<file path="src/rtl/irq_pkg.sv">
package irq_pkg;
  localparam int NSRC   = 6;
  localparam int NLVL   = 4;
  localparam int LVLW   = $clog2(NLVL);
  localparam int IDXW   = $clog2(NSRC);
  localparam int DW     = 8;
  localparam int NFLG   = 8;
  localparam int NEXT   = 2;
  localparam int EA_BIT = 7;
  localparam int NHWCLR = 4;  // sources 0..3 map 1:1 onto flag bits 0..3

  typedef enum logic [2:0] {
    SEL_EN   = 3'd0,
    SEL_PLO  = 3'd1,
    SEL_PHI  = 3'd2,
    SEL_MODE = 3'd3,
    SEL_FLAG = 3'd4
  } reg_sel_e;

  function automatic logic [LVLW-1:0] top_level(input logic [NLVL-1:0] act);
    logic [LVLW-1:0] t;
    t = '0;
    for (int l = 0; l < NLVL; l++) if (act[l]) t = LVLW'(l);
    return t;
  endfunction
endpackage

</file>
<file path="src/rtl/irq_cfg_regs.sv">
module irq_cfg_regs
  import irq_pkg::*;
(
  input  logic            clk_i,
  input  logic            rst_ni,
  input  logic            wr_en_i,
  input  logic [2:0]      wr_sel_i,
  input  logic [DW-1:0]   wr_data_i,
  output logic [NSRC-1:0] src_en_o,
  output logic            ea_o,
  output logic [NSRC-1:0] plo_o,
  output logic [NSRC-1:0] phi_o,
  output logic [NEXT-1:0] edge_mode_o
);
  reg_sel_e sel;
  assign sel = reg_sel_e'(wr_sel_i);

  always_ff @(posedge clk_i or negedge rst_ni) begin
    if (!rst_ni) begin
      src_en_o    <= '0;
      ea_o        <= 1'b0;
      plo_o       <= '0;
      phi_o       <= '0;
      edge_mode_o <= '0;
    end else if (wr_en_i) begin
      case (sel)
        SEL_EN: begin
          src_en_o <= wr_data_i[NSRC-1:0];
          ea_o     <= wr_data_i[EA_BIT];
        end
        SEL_PLO:  plo_o       <= wr_data_i[NSRC-1:0];
        SEL_PHI:  phi_o       <= wr_data_i[NSRC-1:0];
        SEL_MODE: edge_mode_o <= wr_data_i[NEXT-1:0];
        default: ;
      endcase
    end
  end
endmodule

</file>
<file path="src/rtl/irq_flag_bank.sv">
module irq_flag_bank
  import irq_pkg::*;
(
  input  logic            clk_i,
  input  logic            rst_ni,
  input  logic [NEXT-1:0] ext_n_i,
  input  logic [NEXT-1:0] edge_mode_i,
  input  logic [NEXT-1:0] tmr_set_i,
  input  logic            rx_set_i,
  input  logic            tx_set_i,
  input  logic            t2_ovf_set_i,
  input  logic            t2_ext_set_i,
  input  logic            sw_we_i,
  input  logic [DW-1:0]   sw_data_i,
  input  logic [NFLG-1:0] hw_clr_i,
  output logic [NFLG-1:0] flags_o
);
  logic [NEXT-1:0] pin_q;
  logic [NFLG-1:0] hw_set, lvl_trk, lvl_val, flag_q, flag_d;

  // externals at even bits, timers at odd bits of the low nibble
  for (genvar e = 0; e < NEXT; e++) begin : g_pair
    assign hw_set[2*e]    = edge_mode_i[e] & pin_q[e] & ~ext_n_i[e];
    assign hw_set[2*e+1]  = tmr_set_i[e];
    assign lvl_trk[2*e]   = ~edge_mode_i[e];
    assign lvl_trk[2*e+1] = 1'b0;
    assign lvl_val[2*e]   = ~ext_n_i[e];
    assign lvl_val[2*e+1] = 1'b0;
  end
  assign hw_set[NFLG-1:2*NEXT]  = {t2_ext_set_i, t2_ovf_set_i, tx_set_i, rx_set_i};
  assign lvl_trk[NFLG-1:2*NEXT] = '0;
  assign lvl_val[NFLG-1:2*NEXT] = '0;

  always_comb begin
    for (int b = 0; b < NFLG; b++) begin
      flag_d[b] = flag_q[b];
      if (hw_clr_i[b]) flag_d[b] = 1'b0;
      if (hw_set[b])   flag_d[b] = 1'b1;
      if (lvl_trk[b])  flag_d[b] = lvl_val[b];
      if (sw_we_i)     flag_d[b] = sw_data_i[b];
    end
  end

  always_ff @(posedge clk_i or negedge rst_ni) begin
    if (!rst_ni) begin
      pin_q  <= '1;
      flag_q <= '0;
    end else begin
      pin_q  <= ext_n_i;
      flag_q <= flag_d;
    end
  end

  assign flags_o = flag_q;
endmodule

</file>
<file path="src/rtl/irq_arbiter.sv">
module irq_arbiter
  import irq_pkg::*;
(
  input  logic [NSRC-1:0] req_i,
  input  logic [NSRC-1:0] plo_i,
  input  logic [NSRC-1:0] phi_i,
  input  logic            poll_i,
  input  logic            act_any_i,
  input  logic [LVLW-1:0] act_top_i,
  output logic            grant_o,
  output logic [IDXW-1:0] idx_o,
  output logic [LVLW-1:0] lvl_o
);
  logic found;

  always_comb begin
    found = 1'b0;
    idx_o = '0;
    lvl_o = '0;
    for (int l = NLVL - 1; l >= 0; l--) begin
      for (int s = 0; s < NSRC; s++) begin
        if (!found && req_i[s] && ({phi_i[s], plo_i[s]} == LVLW'(l))) begin
          found = 1'b1;
          idx_o = IDXW'(s);
          lvl_o = LVLW'(l);
        end
      end
    end
  end

  assign grant_o = poll_i && found && (!act_any_i || (lvl_o > act_top_i));
endmodule

</file>
<file path="src/rtl/irq_inprog.sv">
module irq_inprog
  import irq_pkg::*;
(
  input  logic            clk_i,
  input  logic            rst_ni,
  input  logic            set_i,
  input  logic [LVLW-1:0] set_lvl_i,
  input  logic            ret_i,
  output logic [NLVL-1:0] act_o,
  output logic            any_o,
  output logic [LVLW-1:0] top_o
);
  logic [NLVL-1:0] act_q, act_d;
  logic            hit;

  always_comb begin
    act_d = act_q;
    hit   = 1'b0;
    if (ret_i) begin
      for (int l = NLVL - 1; l >= 0; l--) begin
        if (!hit && act_q[l]) begin
          act_d[l] = 1'b0;
          hit      = 1'b1;
        end
      end
    end
    if (set_i) act_d[set_lvl_i] = 1'b1;
  end

  always_ff @(posedge clk_i or negedge rst_ni) begin
    if (!rst_ni) act_q <= '0;
    else         act_q <= act_d;
  end

  assign act_o = act_q;
  assign any_o = |act_q;
  assign top_o = top_level(act_q);
endmodule

</file>
<file path="src/rtl/irq_prio_ctrl.sv">
module irq_prio_ctrl
  import irq_pkg::*;
(
  input  logic        clk_i,
  input  logic        rst_ni,
  input  logic [1:0]  ext_n_i,
  input  logic [1:0]  tmr_ovf_i,
  input  logic        ser_rx_i,
  input  logic        ser_tx_i,
  input  logic        t2_ovf_i,
  input  logic        t2_ext_i,
  input  logic        wr_en_i,
  input  logic [2:0]  wr_sel_i,
  input  logic [7:0]  wr_data_i,
  input  logic        mcyc_i,
  input  logic        last_cyc_i,
  input  logic        reti_i,
  input  logic        cfg_wr_i,
  output logic        vec_valid_o,
  output logic [2:0]  vec_idx_o,
  output logic [1:0]  vec_lvl_o,
  output logic        vec_clr_o,
  output logic [7:0]  flags_o
);
  logic [NSRC-1:0] src_en, plo, phi, src_raw, samp_q, req;
  logic [NEXT-1:0] edge_mode;
  logic            ea_q;
  logic [NFLG-1:0] flags, hw_clr;
  logic            grant, poll, act_any, clr_now, is_ext;
  logic [IDXW-1:0] win_idx;
  logic [LVLW-1:0] win_lvl, act_top;
  logic [NLVL-1:0] inprog;

  irq_cfg_regs u_cfg (
    .clk_i, .rst_ni, .wr_en_i, .wr_sel_i, .wr_data_i,
    .src_en_o(src_en), .ea_o(ea_q), .plo_o(plo), .phi_o(phi), .edge_mode_o(edge_mode)
  );

  irq_flag_bank u_flags (
    .clk_i, .rst_ni,
    .ext_n_i(ext_n_i), .edge_mode_i(edge_mode), .tmr_set_i(tmr_ovf_i),
    .rx_set_i(ser_rx_i), .tx_set_i(ser_tx_i), .t2_ovf_set_i(t2_ovf_i), .t2_ext_set_i(t2_ext_i),
    .sw_we_i(wr_en_i && (wr_sel_i == SEL_FLAG)), .sw_data_i(wr_data_i),
    .hw_clr_i(hw_clr), .flags_o(flags)
  );

  assign src_raw = {|flags[7:6], |flags[5:4], flags[3:0]};

  always_ff @(posedge clk_i or negedge rst_ni) begin
    if (!rst_ni)     samp_q <= '0;
    else if (mcyc_i) samp_q <= src_raw;
  end

  assign req  = samp_q & src_en & {NSRC{ea_q}};
  assign poll = mcyc_i && last_cyc_i && !reti_i && !cfg_wr_i;

  irq_arbiter u_arb (
    .req_i(req), .plo_i(plo), .phi_i(phi), .poll_i(poll),
    .act_any_i(act_any), .act_top_i(act_top),
    .grant_o(grant), .idx_o(win_idx), .lvl_o(win_lvl)
  );

  irq_inprog u_inprog (
    .clk_i, .rst_ni, .set_i(grant), .set_lvl_i(win_lvl),
    .ret_i(mcyc_i && reti_i),
    .act_o(inprog), .any_o(act_any), .top_o(act_top)
  );

  // level-mode externals are owned by the pin, not by hardware clear
  assign is_ext  = (win_idx == IDXW'(0)) || (win_idx == IDXW'(2));
  assign clr_now = grant && (win_idx < IDXW'(NHWCLR)) && !(is_ext && !edge_mode[win_idx[1]]);
  assign hw_clr  = clr_now ? (NFLG'(1) << win_idx) : '0;

  always_ff @(posedge clk_i or negedge rst_ni) begin
    if (!rst_ni) begin
      vec_valid_o <= 1'b0;
      vec_idx_o   <= '0;
      vec_lvl_o   <= '0;
      vec_clr_o   <= 1'b0;
    end else begin
      vec_valid_o <= grant;
      vec_clr_o   <= clr_now;
      if (grant) begin
        vec_idx_o <= win_idx;
        vec_lvl_o <= win_lvl;
      end
    end
  end

  assign flags_o = flags;
endmodule

</file>
<file path="config.mk">
export PLATFORM = sky130hd
export DESIGN_NAME = irq_prio_ctrl
export DESIGN_NICKNAME = d
export VERILOG_FILES = /design/src/rtl/irq_pkg.sv /design/src/rtl/irq_cfg_regs.sv /design/src/rtl/irq_flag_bank.sv /design/src/rtl/irq_arbiter.sv /design/src/rtl/irq_inprog.sv /design/src/rtl/irq_prio_ctrl.sv
export SDC_FILE = /design/constraint.sdc
export NUM_CORES = 1
export LEC_CHECK = 0
export CORE_ASPECT_RATIO = 0.9
export CORE_UTILIZATION = 54
export DETAILED_ROUTE_END_ITERATION = 8
export PLACE_DENSITY = 0.86
export SYNTH_ARGS = -nofsm -noshare
export SYNTH_HDL_FRONTEND = slang
export SYNTH_HIERARCHICAL = 1
export SYNTH_SLANG_ARGS = --single-unit
</file>
<file path="constraint.sdc">
create_clock -name clk_i -period 4.15 [get_ports clk_i]
set_input_delay 0.415 -clock clk_i [delete_from_list [all_inputs] [get_ports clk_i]]
set_output_delay 0.415 -clock clk_i [all_outputs]
set_load 0.05 [all_outputs]
</file>
## Yosys cells after proc, flatten, opt, wreduce, memory -nomap -nowiden

Index checks and enable logic that the tools add are counted.

- Register bits after elaboration: 48
- Bits of input ports: 26
- Output and inout port bits: 15
- Word-level logic and storage cells: 291

- $lt $le $gt $ge: 5
- Equality and inequality tests: 25
- Shift operators: 1
- Multiplexer cells: 116
- Bitwise operators: 9
- Reduce and logical (&&, ||, !) cells: 115

Operator list:

| operator | number |
|---|---|
| 2-to-1 mux 1 bit | 64 |
| logical AND 1 bit | 61 |
| 2-to-1 mux 3 bit | 20 |
| 2-to-1 mux 2 bit | 28 |
| logical NOT 1 bit | 31 |
| == test 2 bit (second input constant) | 12 |
| nonzero test 3 bit | 6 |
| bitwise AND 6 bit | 2 |
| == test 2 x 1 -> 1 bit (second input constant) | 6 |
| logical NOT 2 bit | 6 |
| == test 3 x 2 -> 1 bit (second input constant) | 3 |
| 2-to-1 mux 4 bit | 2 |
| 2-to-1 mux 8 bit | 1 |
| != test 4 x 2 -> 1 bit (second input constant) | 2 |
| AND reduction 2 bit | 4 |
| << shifter 1 x 3 -> 8 bit (first input constant) | 1 |
| logical NOT 3 bit | 2 |
| bitwise AND 1 bit | 4 |
| OR 4 bit | 1 |
| OR reduction 2 bit | 2 |
| OR reduction 4 bit | 1 |
| == test 3 x 1 -> 1 bit (second input constant) | 1 |
| == test 3 bit (second input constant) | 1 |
| < comparator 2 x 3 -> 1 bit (second input constant) | 1 |
| other kinds (7) | 9 |

## Logic depth before layout (Yosys ltp)

Gate-level depths: netlist of the first run.

- Depth in word-level cells: 107
- Mapped depth: 19
- Depth with buffers taken out: 18

## Cells and area by module

Netlist of the first run, hierarchy kept.

Modules (own cells, without submodules):

| module | times used | cells each | area an instance (um2) | sequential area each (um2) |
|---|---|---|---|---|
| irq_cfg_regs | 1 | 48 | 827.0 | 525.5 |
| irq_prio_ctrl | 1 | 51 | 640.6 | 325.3 |
| irq_arbiter | 1 | 85 | 574.3 | 0.0 |
| irq_flag_bank | 1 | 44 | 431.7 | 252.7 |
| irq_inprog | 1 | 20 | 192.7 | 100.1 |

## Worst setup path after synthesis of the first run

No wires, ideal clock.

- Path type: register -> register
- Start: reg u_cfg.ea_o
- End: reg u_flags.flag_q[0] (netlist: u_flags/flags_o[0])
- Data arrival time: 3,077 ps
- Setup slack: 947 ps
- Stages on the path, launching flop included: 17
- Buffers on the path: 1
- Cells stage by stage: dfrtp_1 and3_1 and3_4 nor4b_4 nand3_2 or3_1 ha_1 a21oi_1 a21oi_1 o21ai_0 a41oi_1 buf_6 nand2b_4 nor3_1 nor4bb_1 a21oi_1 o31ai_1

RTL lines:

| item | line | source |
|---|---|---|
| from (decl) | irq_cfg_regs.sv:10 | `output logic ea_o,` |
| from (signal assigned) | irq_cfg_regs.sv:29 | `ea_o <= wr_data_i[EA_BIT];` |
| bitwise AND 6 bit (*) | irq_prio_ctrl.sv:54 | `assign req = samp_q & src_en & {NSRC{ea_q}};` |
| via req[1] | irq_prio_ctrl.sv:25 | `logic [NSRC-1:0] src_en, plo, phi, src_raw, samp_q, req;` |
| logical AND 1 bit (2 in series) | irq_arbiter.sv:22 | `if (!found && req_i[s] && ({phi_i[s], plo_i[s]} == LVLW'(l))) begin` |
| 2-to-1 mux 1 bit | irq_arbiter.sv:22 |  |
| logical NOT 1 bit | irq_arbiter.sv:22 |  |
| logical AND 1 bit (2 in series) | irq_arbiter.sv:22 |  |
| 2-to-1 mux 1 bit | irq_arbiter.sv:22 |  |
| logical NOT 1 bit | irq_arbiter.sv:22 |  |
| [83 not listed] | - |  |
| via win_lvl[1] | irq_prio_ctrl.sv:31 | `logic [LVLW-1:0] win_lvl, act_top;` |
| > comparator 2 bit (*) | irq_arbiter.sv:31 | `assign grant_o = poll_i && found && (!act_any_i \|\| (lvl_o > act_top_i));` |
| logical OR 1 bit (*) | irq_arbiter.sv:31 |  |
| logical AND 1 bit (*) | irq_arbiter.sv:31 |  |
| via grant | irq_prio_ctrl.sv:29 | `logic grant, poll, act_any, clr_now, is_ext;` |
| logical AND 1 bit (*) (2 in series) | irq_prio_ctrl.sv:71 | `assign clr_now = grant && (win_idx < IDXW'(NHWCLR)) && !(is_ext && !edge_mode[win_idx[1]]);` |
| 2-to-1 mux 8 bit (*) | irq_prio_ctrl.sv:72 | `assign hw_clr = clr_now ? (NFLG'(1) << win_idx) : '0;` |
| via hw_clr[0] | irq_prio_ctrl.sv:28 | `logic [NFLG-1:0] flags, hw_clr;` |
| != test 4 x 2 -> 1 bit (no line) (*) | - |  |
| to (signal assigned) | irq_flag_bank.sv:50 | `flag_q <= flag_d;` |
| to (decl) | irq_flag_bank.sv:19 | `logic [NFLG-1:0] hw_set, lvl_trk, lvl_val, flag_q, flag_d;` |

The timed path passes the listed nets; every way through them passes the cells marked *. The select of a mux whose other input is x is not followed.
A chain may end at the register's enable or synchronous reset.

## Worst setup path in the final report of the first run

- Start: reg samp_q[1]
- End: reg u_flags.flag_q[2] (netlist: u_flags/flags_o[2])

RTL lines:

| item | line | source |
|---|---|---|
| from (decl) | irq_prio_ctrl.sv:25 |  |
| from (signal assigned) | irq_prio_ctrl.sv:51 | `else if (mcyc_i) samp_q <= src_raw;` |
| bitwise AND 6 bit (*) (2 in series) | irq_prio_ctrl.sv:54 |  |
| via req[1] | irq_prio_ctrl.sv:25 |  |
| logical AND 1 bit (2 in series) | irq_arbiter.sv:22 |  |
| 2-to-1 mux 1 bit | irq_arbiter.sv:22 |  |
| logical NOT 1 bit | irq_arbiter.sv:22 |  |
| logical AND 1 bit (2 in series) | irq_arbiter.sv:22 |  |
| 2-to-1 mux 1 bit | irq_arbiter.sv:22 |  |
| logical NOT 1 bit | irq_arbiter.sv:22 |  |
| [83 not listed] | - |  |
| via win_lvl[1] | irq_prio_ctrl.sv:31 |  |
| > comparator 2 bit (*) | irq_arbiter.sv:31 |  |
| logical OR 1 bit (*) | irq_arbiter.sv:31 |  |
| logical AND 1 bit (*) | irq_arbiter.sv:31 |  |
| via grant | irq_prio_ctrl.sv:29 |  |
| logical AND 1 bit (*) (2 in series) | irq_prio_ctrl.sv:71 |  |
| 2-to-1 mux 8 bit (*) | irq_prio_ctrl.sv:72 |  |
| via hw_clr[2] | irq_prio_ctrl.sv:28 |  |
| != test 4 x 2 -> 1 bit (no line) (*) | - |  |

Marked as above.

==> out/qor.txt, run 1 <==
==============================================================================
Status                                                            finished clean
Crit path kind                                                    flop to flop
Top FF cell, synth                                                sky130_fd_sc_hd__dfrtp_1
Depth of the CTS H-tree                                                      2
Number of gates given a new drive strength after cts                         0
Max Clock Skew                                                      0.00665 ns
Area growth syn-to-layout                                                22.5%
Final setup viols                                                            0
Critical Path Source                                                 samp_q[1]
Number of max-cap violations                                                 0
Cell at the root of the clock tree                                sky130_fd_sc_hd__clkbuf_8
Register area share after synthesis                                      0.451
Seq cells post-synth                                                        48
Most common cell after layout, fill and taps aside                sky130_fd_sc_hd__dfrtp_1
Yosys Warn Count                                                             6
Worst max-slew margin expressed relative to the limit                    0.299
Initial antenna violation count                                              0
Fin nets                                                                   323
Clock net sink count                                                        48
Worst-path maximum fanout                                                    5
Insertion delay to the later sink of the worst-skew pair               0.31 ns
Share of layout cells above drive strength 1                             0.193
Vias per inst                                                             5.87
Sum Neg Setup Slack                                                       0 ns
Hold Path Class                                                   primary input to asynchronous set/reset pin
Final routed DRC violation total                                             0
Worst Max-Slew Pin Slew                                                1.05 ns
Number of DRC violations after detailed-routing iteration 0                159
Starting density of the core                                             0.579
Unique cell type count in the Yosys netlist                                 54
EDFF count, synth                                                            0
Top-level port count                                                        41
Post-synth design cell area                                           2670 um2
Setup repair after global routing missed its margin                         no
Die Ht                                                                 68.7 um
Total GRT Usage                                                          0.261
Number of buffers added on ports                                            40
IR drop worst, VDD                                                      334 uV
Number of global-route vias before repair                                 2073
CTS clock-pin slew for the worst setup and hold paths                  0.09 ns
Post-CTS setup buffer count                                                  0
Post-Syn Area per Cell                                                10.8 um2
Kind of capture point of the worst setup path                             flop
Inserted Clock Buffers                                                       5
Maximum number of buffers from clock root to sink                            2
Per-cell routed wire length                                            17.1 um
Final non-filler cell total                                                358
Power density over cell area                                        504 nW/um2
Area of the die                                                       5220 um2
Part of the cycle the worst path needs                                   0.910
Min Clock Period, post-route                                           3.78 ns
Wire length of the first global-routing pass                          10200 um
HPWL Detailed                                                          4470 um
CTS tree                                                                  done
Data arrival at the endpoint of the critical path                      3.94 ns
Most used cells in the layout excluding fill and tap cells        sky130_fd_sc_hd__dfrtp_1 (46), sky130_fd_sc_hd__clkdlybuf4s50_1 (39), sky130_fd_sc_hd__mux2_2 (21)
Total via count in the routed design                                      2100
Sort of element at the start of the critical path                         flop
Length of the first detailed-routing pass in iterations                      4
Leakage                                                                1.36 nW
Placed cells                                                               350
Final count of pins violating max slew                                       0
Async S/R FF share, synth                                                 1.00
Detailed-route wire length                                             6100 um
Maximum number of pins on one net before global-route repair                49
Num rows                                                                    23
Last weighted congestion value of the routability-driven placer          0.907
Synthesized instance count                                                 248
# diodes                                                                     0
Cts-stage hold buffer count                                                  0
Number of antenna-violating nets in the routed design                        0
Max frequency                                                          265 MHz
Critical register-to-register path startpoint                        samp_q[1]
Required time reported for the critical path endpoint                  4.31 ns
Core footprint                                                        4600 um2
Chip width                                                             76.1 um
Total congestion overflow after global routing                               0
Final hold violations                                                        0
==============================================================================
## stage by stage
step | area (um2) | hold WS (ns) | total power (W) | util | setup WS (ns)
3_5_place_dp | 3130 | 0.495 | 0.00124 | 0.680 | 0.450
4_1_cts | 3270 | 0.316 | 0.00165 | 0.710 | 0.403
3_3_place_gp | 3130 | 0.485 | 0.00122 | 0.680 | 0.662
5_1_grt | 3270 | 0.388 | 0.00172 | 0.710 | 0.160
6_report | 3270 | 0.278 | 0.00165 | 0.710 | 0.373
2_1_floorplan | 2680 | 0.119 | 0.00105 | - | 0.947
## cell type report
type | instances | area (um2)
Clock buffer | 5 | 68.8
Clock inverter | 3 | 68.8
Fill cell | 350 | 1340
Inverter | 13 | 48.8
Multi-Input combinational cell | 184 | 1380
Sequential cell | 48 | 1200
Tap cell | 62 | 77.6
Timing Repair Buffer | 43 | 418
## Yosys cell counts, types with 4 or more instances
cell type	number	area, um2
sky130_fd_sc_hd__a21oi_1	19	95.1
sky130_fd_sc_hd__and3_1	8	50.1
sky130_fd_sc_hd__dfrtp_1	46	1150
sky130_fd_sc_hd__inv_1	13	48.8
sky130_fd_sc_hd__mux2_2	21	236
sky130_fd_sc_hd__mux2_4	9	135
sky130_fd_sc_hd__nand2_1	19	71.3
sky130_fd_sc_hd__nand2b_1	7	43.8
sky130_fd_sc_hd__nand3_1	7	35.0
sky130_fd_sc_hd__nand3b_1	5	37.5
sky130_fd_sc_hd__nor2_1	10	37.5
sky130_fd_sc_hd__nor2b_1	4	25.0
sky130_fd_sc_hd__nor3_1	6	30.0
sky130_fd_sc_hd__nor3b_1	5	37.5
sky130_fd_sc_hd__o21ai_0	9	45.0
sky130_fd_sc_hd__o22ai_1	5	31.3
## layer usage
layer,track usage,part of all wire,up-vias
met5,0,0,-
met4,0.132,0.027,0
met3,0.0355,0.061,14
met2,0.433,0.46,66
met1,0.344,0.45,1022
li1,-,-,998
## registers in the layout, indices dropped and copies added, names as in the netlist
| name | count |
|---|---|
| u_flags/flags_o | 8 |
| u_cfg/edge_mode_o | 2 |
| samp_q | 6 |
| u_flags/pin_q | 2 |
| u_cfg/plo_o | 6 |
| u_cfg/ea_o | 1 |
| u_inprog/act_o | 4 |
| vec_clr_o | 1 |
| vec_lvl_o | 2 |
| u_cfg/src_en_o | 6 |
| vec_valid_o | 1 |
| vec_idx_o | 3 |
| u_cfg/phi_o | 6 |
## cells by family (layout without fill, tap and decap cells)
logic type	after synthesis	count (layout)	synth area share
buffers and inverters	19	64	0.0366
flip-flops	48	48	0.451
other	1	4	0.00141
adder cells (fa/ha/maj)	2	2	0.00938
AO/OA/AOI/OAI	47	47	0.107
multiplexers	30	30	0.139
AND/OR/NAND/NOR	101	101	0.254
## critical path: stages (launching register included)
cell and delay [ns]:
sky130_fd_sc_hd__dfrtp_1 0.42, sky130_fd_sc_hd__and3_1 0.25, sky130_fd_sc_hd__and3_4 0.18, sky130_fd_sc_hd__nor4b_4 0.32, sky130_fd_sc_hd__nand3_2 0.15, sky130_fd_sc_hd__or3_1 0.46, sky130_fd_sc_hd__ha_1 0.33, sky130_fd_sc_hd__a21oi_1 0.06
sky130_fd_sc_hd__a21oi_1 0.11, sky130_fd_sc_hd__o21ai_0 0.09, sky130_fd_sc_hd__a41oi_1 0.51, sky130_fd_sc_hd__nand2b_4 0.12, sky130_fd_sc_hd__nor3_1 0.26, sky130_fd_sc_hd__nor4bb_1 0.10, sky130_fd_sc_hd__a21oi_1 0.16, sky130_fd_sc_hd__o31ai_1 0.09
## final timing paths
check,to,slack [ns],cells past startpoint
setup reg to reg,u_flags/flags_o[2],0.37,15
hold / removal,u_inprog/act_o[1],0.28,1
min in group clk_i,vec_lvl_o[0],0.52,1
setup / recovery,u_flags/flags_o[2],0.37,15
hold reg to reg,vec_lvl_o[0],0.52,1
max in group asynchronous,u_cfg/phi_o[2],3.22,1
## where the power goes
part	total [W]	switching, W	internal, W
Clock	0.000408	0.000165	0.000242
Combinational	0.000602	0.000334	0.000268
Sequential	0.000638	0.0000810	0.000557
Total	0.00165	0.000580	0.00107
No activity file was read; power rests on OpenSTA's default activity.
==> run 2: changes to the inputs <==
Settings changed: CORE_MARGIN set to 10, PLACE_DENSITY 0.86 to 0.8.
==> out/qor.txt, run 2 (synthesis results as in run 1) <==
==============================================================================
Power density over cell area                                        489 nW/um2
Data arrival at the endpoint of the critical path                      3.84 ns
Length of the first detailed-routing pass in iterations                      4
Number of buffers added on ports                                            40
Cell at the root of the clock tree                                sky130_fd_sc_hd__clkbuf_8
Final setup viols                                                            0
Leakage                                                                1.35 nW
CTS tree                                                                  done
Final hold violations                                                        0
Max Clock Skew                                                       0.0101 ns
# diodes                                                                     0
IR drop worst, VDD                                                      307 uV
CTS clock-pin slew for the worst setup and hold paths                  0.10 ns
Fillcell total                                                             382
Setup repair after global routing missed its margin                         no
Initial antenna violation count                                              0
Wire length of the first global-routing pass                          10200 um
Per-cell routed wire length                                            17.5 um
Part of the cycle the worst path needs                                   0.885
Share of layout cells above drive strength 1                             0.193
Required time reported for the critical path endpoint                  4.31 ns
Detailed-route wire length                                             6300 um
Maximum number of buffers from clock root to sink                            2
Number of global-route vias before repair                                 2131
Maximum number of pins on one net before global-route repair                49
Chip width                                                             94.1 um
Sum Neg Setup Slack                                                       0 ns
Die Ht                                                                 86.7 um
Sort of element at the start of the critical path                         flop
Number of gates given a new drive strength after cts                         0
Placed Area                                                           3130 um2
Status                                                            finished clean
HPWL Detailed                                                          4870 um
Clock net sink count                                                        48
Area of the die                                                       8150 um2
Cts-stage hold buffer count                                                  0
Total via count in the routed design                                      2101
Final routed DRC violation total                                             0
Hold Path Class                                                   primary input to asynchronous set/reset pin
Top-level port count                                                        41
Core footprint                                                        4800 um2
Length in cells of the worst reg-to-reg path                                15
Last weighted congestion value of the routability-driven placer          0.941
Met2 wirelength from detailed routing                                  3000 um
Post-CTS setup buffer count                                                  0
Num rows                                                                    24
Insertion delay to the later sink of the worst-skew pair               0.31 ns
Most common cell after layout, fill and taps aside                sky130_fd_sc_hd__dfrtp_1
Max frequency                                                          272 MHz
Kind of capture point of the worst setup path                             flop
Depth of the CTS H-tree                                                      2
Crit path kind                                                    flop to flop
Worst Max-Slew Pin Slew                                                1.05 ns
Starting density of the core                                             0.555
Number of max-cap violations                                                 0
Reg-to-reg critical path endpoint                                 u_flags/flags_o[0]
Area growth syn-to-layout                                                21.8%
Total GRT Usage                                                          0.155
Post-route standard cell area excluding fillers                       3250 um2
Final count of pins violating max slew                                       0
Worst-path maximum fanout                                                    7
Number of antenna-violating nets in the routed design                        0
Reg-to-reg slack, setup                                                0.48 ns
Sum of routed wire segments on met1                                    2870 um
Minimum hold slack                                                    0.299 ns
Min Clock Period, post-route                                           3.67 ns
Inserted Clock Buffers                                                       5
Met3 WL                                                                 347 um
Worst max-slew margin expressed relative to the limit                    0.297
Critical register-to-register path startpoint                       u_cfg/ea_o
Largest register FFs                                                         8
Vias per inst                                                             5.82
Most used cells in the layout excluding fill and tap cells        sky130_fd_sc_hd__dfrtp_1 (46), sky130_fd_sc_hd__clkdlybuf4s50_1 (39), sky130_fd_sc_hd__mux2_2 (21)
DR top layer                                                              met4
Total congestion overflow after global routing                               0
Fin nets                                                                   323
Number of DRC violations after detailed-routing iteration 0                113
==============================================================================
[run 2: changes by cell type in the layout (fill, tap and decap cells not counted), sizes merged]
cell / before / now
bufinv: 2 / 1
clkinvlp: 0 / 1
[run 2: worst max path at each step]
stage,endpoint,cells after the start,start
floorplan,u_flags/flags_o[0],16,u_cfg/ea_o
global placement,u_flags/flags_o[0],15,u_cfg/ea_o
detailed placement,u_flags/flags_o[2],15,u_cfg/ea_o
CTS,u_flags/flags_o[2],15,u_cfg/ea_o
global route,u_flags/flags_o[2],15,u_cfg/ea_o
finish,u_flags/flags_o[0],15,u_cfg/ea_o
[run 2: metrics by stage]
stage,worst slack [ns],instances,power (W),util
finish,0.476,361,0.00159,0.676
global route,0.103,361,0.00166,0.676
CTS,0.521,361,0.00159,0.676
detailed placement,0.584,353,0.00124,0.652
global placement,0.736,353,0.00123,0.652
floorplan,0.947,251,0.00105,-
[run 2: final cells by class]
type                            count  area [um2]  share of cell area
Tap cell                           65        81.3              0.0250
Clock buffer                        5        68.8              0.0212
Clock inverter                      3        46.3              0.0143
Timing Repair Buffer               43         418               0.129
Sequential cell                    48        1200               0.371
Multi-Input combinational cell    184        1380               0.425
Inverter                           13        48.8              0.0150
[run 2: worst max-delay path, cell delays in order, from the launching register on]
cell and delay (ns):
sky130_fd_sc_hd__dfrtp_1 0.45, sky130_fd_sc_hd__and3_1 0.22, sky130_fd_sc_hd__and3_4 0.18, sky130_fd_sc_hd__nor4b_4 0.33, sky130_fd_sc_hd__nand3_2 0.17, sky130_fd_sc_hd__or3_1 0.48, sky130_fd_sc_hd__ha_1 0.32, sky130_fd_sc_hd__a21oi_1 0.06
sky130_fd_sc_hd__a21oi_1 0.12, sky130_fd_sc_hd__o21ai_0 0.10, sky130_fd_sc_hd__a41oi_1 0.45, sky130_fd_sc_hd__nand2b_4 0.12, sky130_fd_sc_hd__nor3_1 0.19, sky130_fd_sc_hd__nor4bb_1 0.08, sky130_fd_sc_hd__a21oi_1 0.16, sky130_fd_sc_hd__o31ai_1 0.08
[run 2: power breakdown]
group	total, W	internal [W]	leakage, nW	switching, W
clock network	0.000345	0.000182	0.0548	0.000163
registers	0.000637	0.000557	0.570	0.0000803
logic	0.000605	0.000268	0.723	0.000338
total	0.00159	0.00101	1.35	0.000581
[run 2: metal layers]
| metal | GRT usage | vias to the layer above |
|---|---|---|
| li1 | - | 998 |
| met1 | 0.199 | 1032 |
| met2 | 0.247 | 61 |
| met3 | 0.0372 | 10 |
| met4 | 0.0552 | 0 |
| met5 | 0 | - |
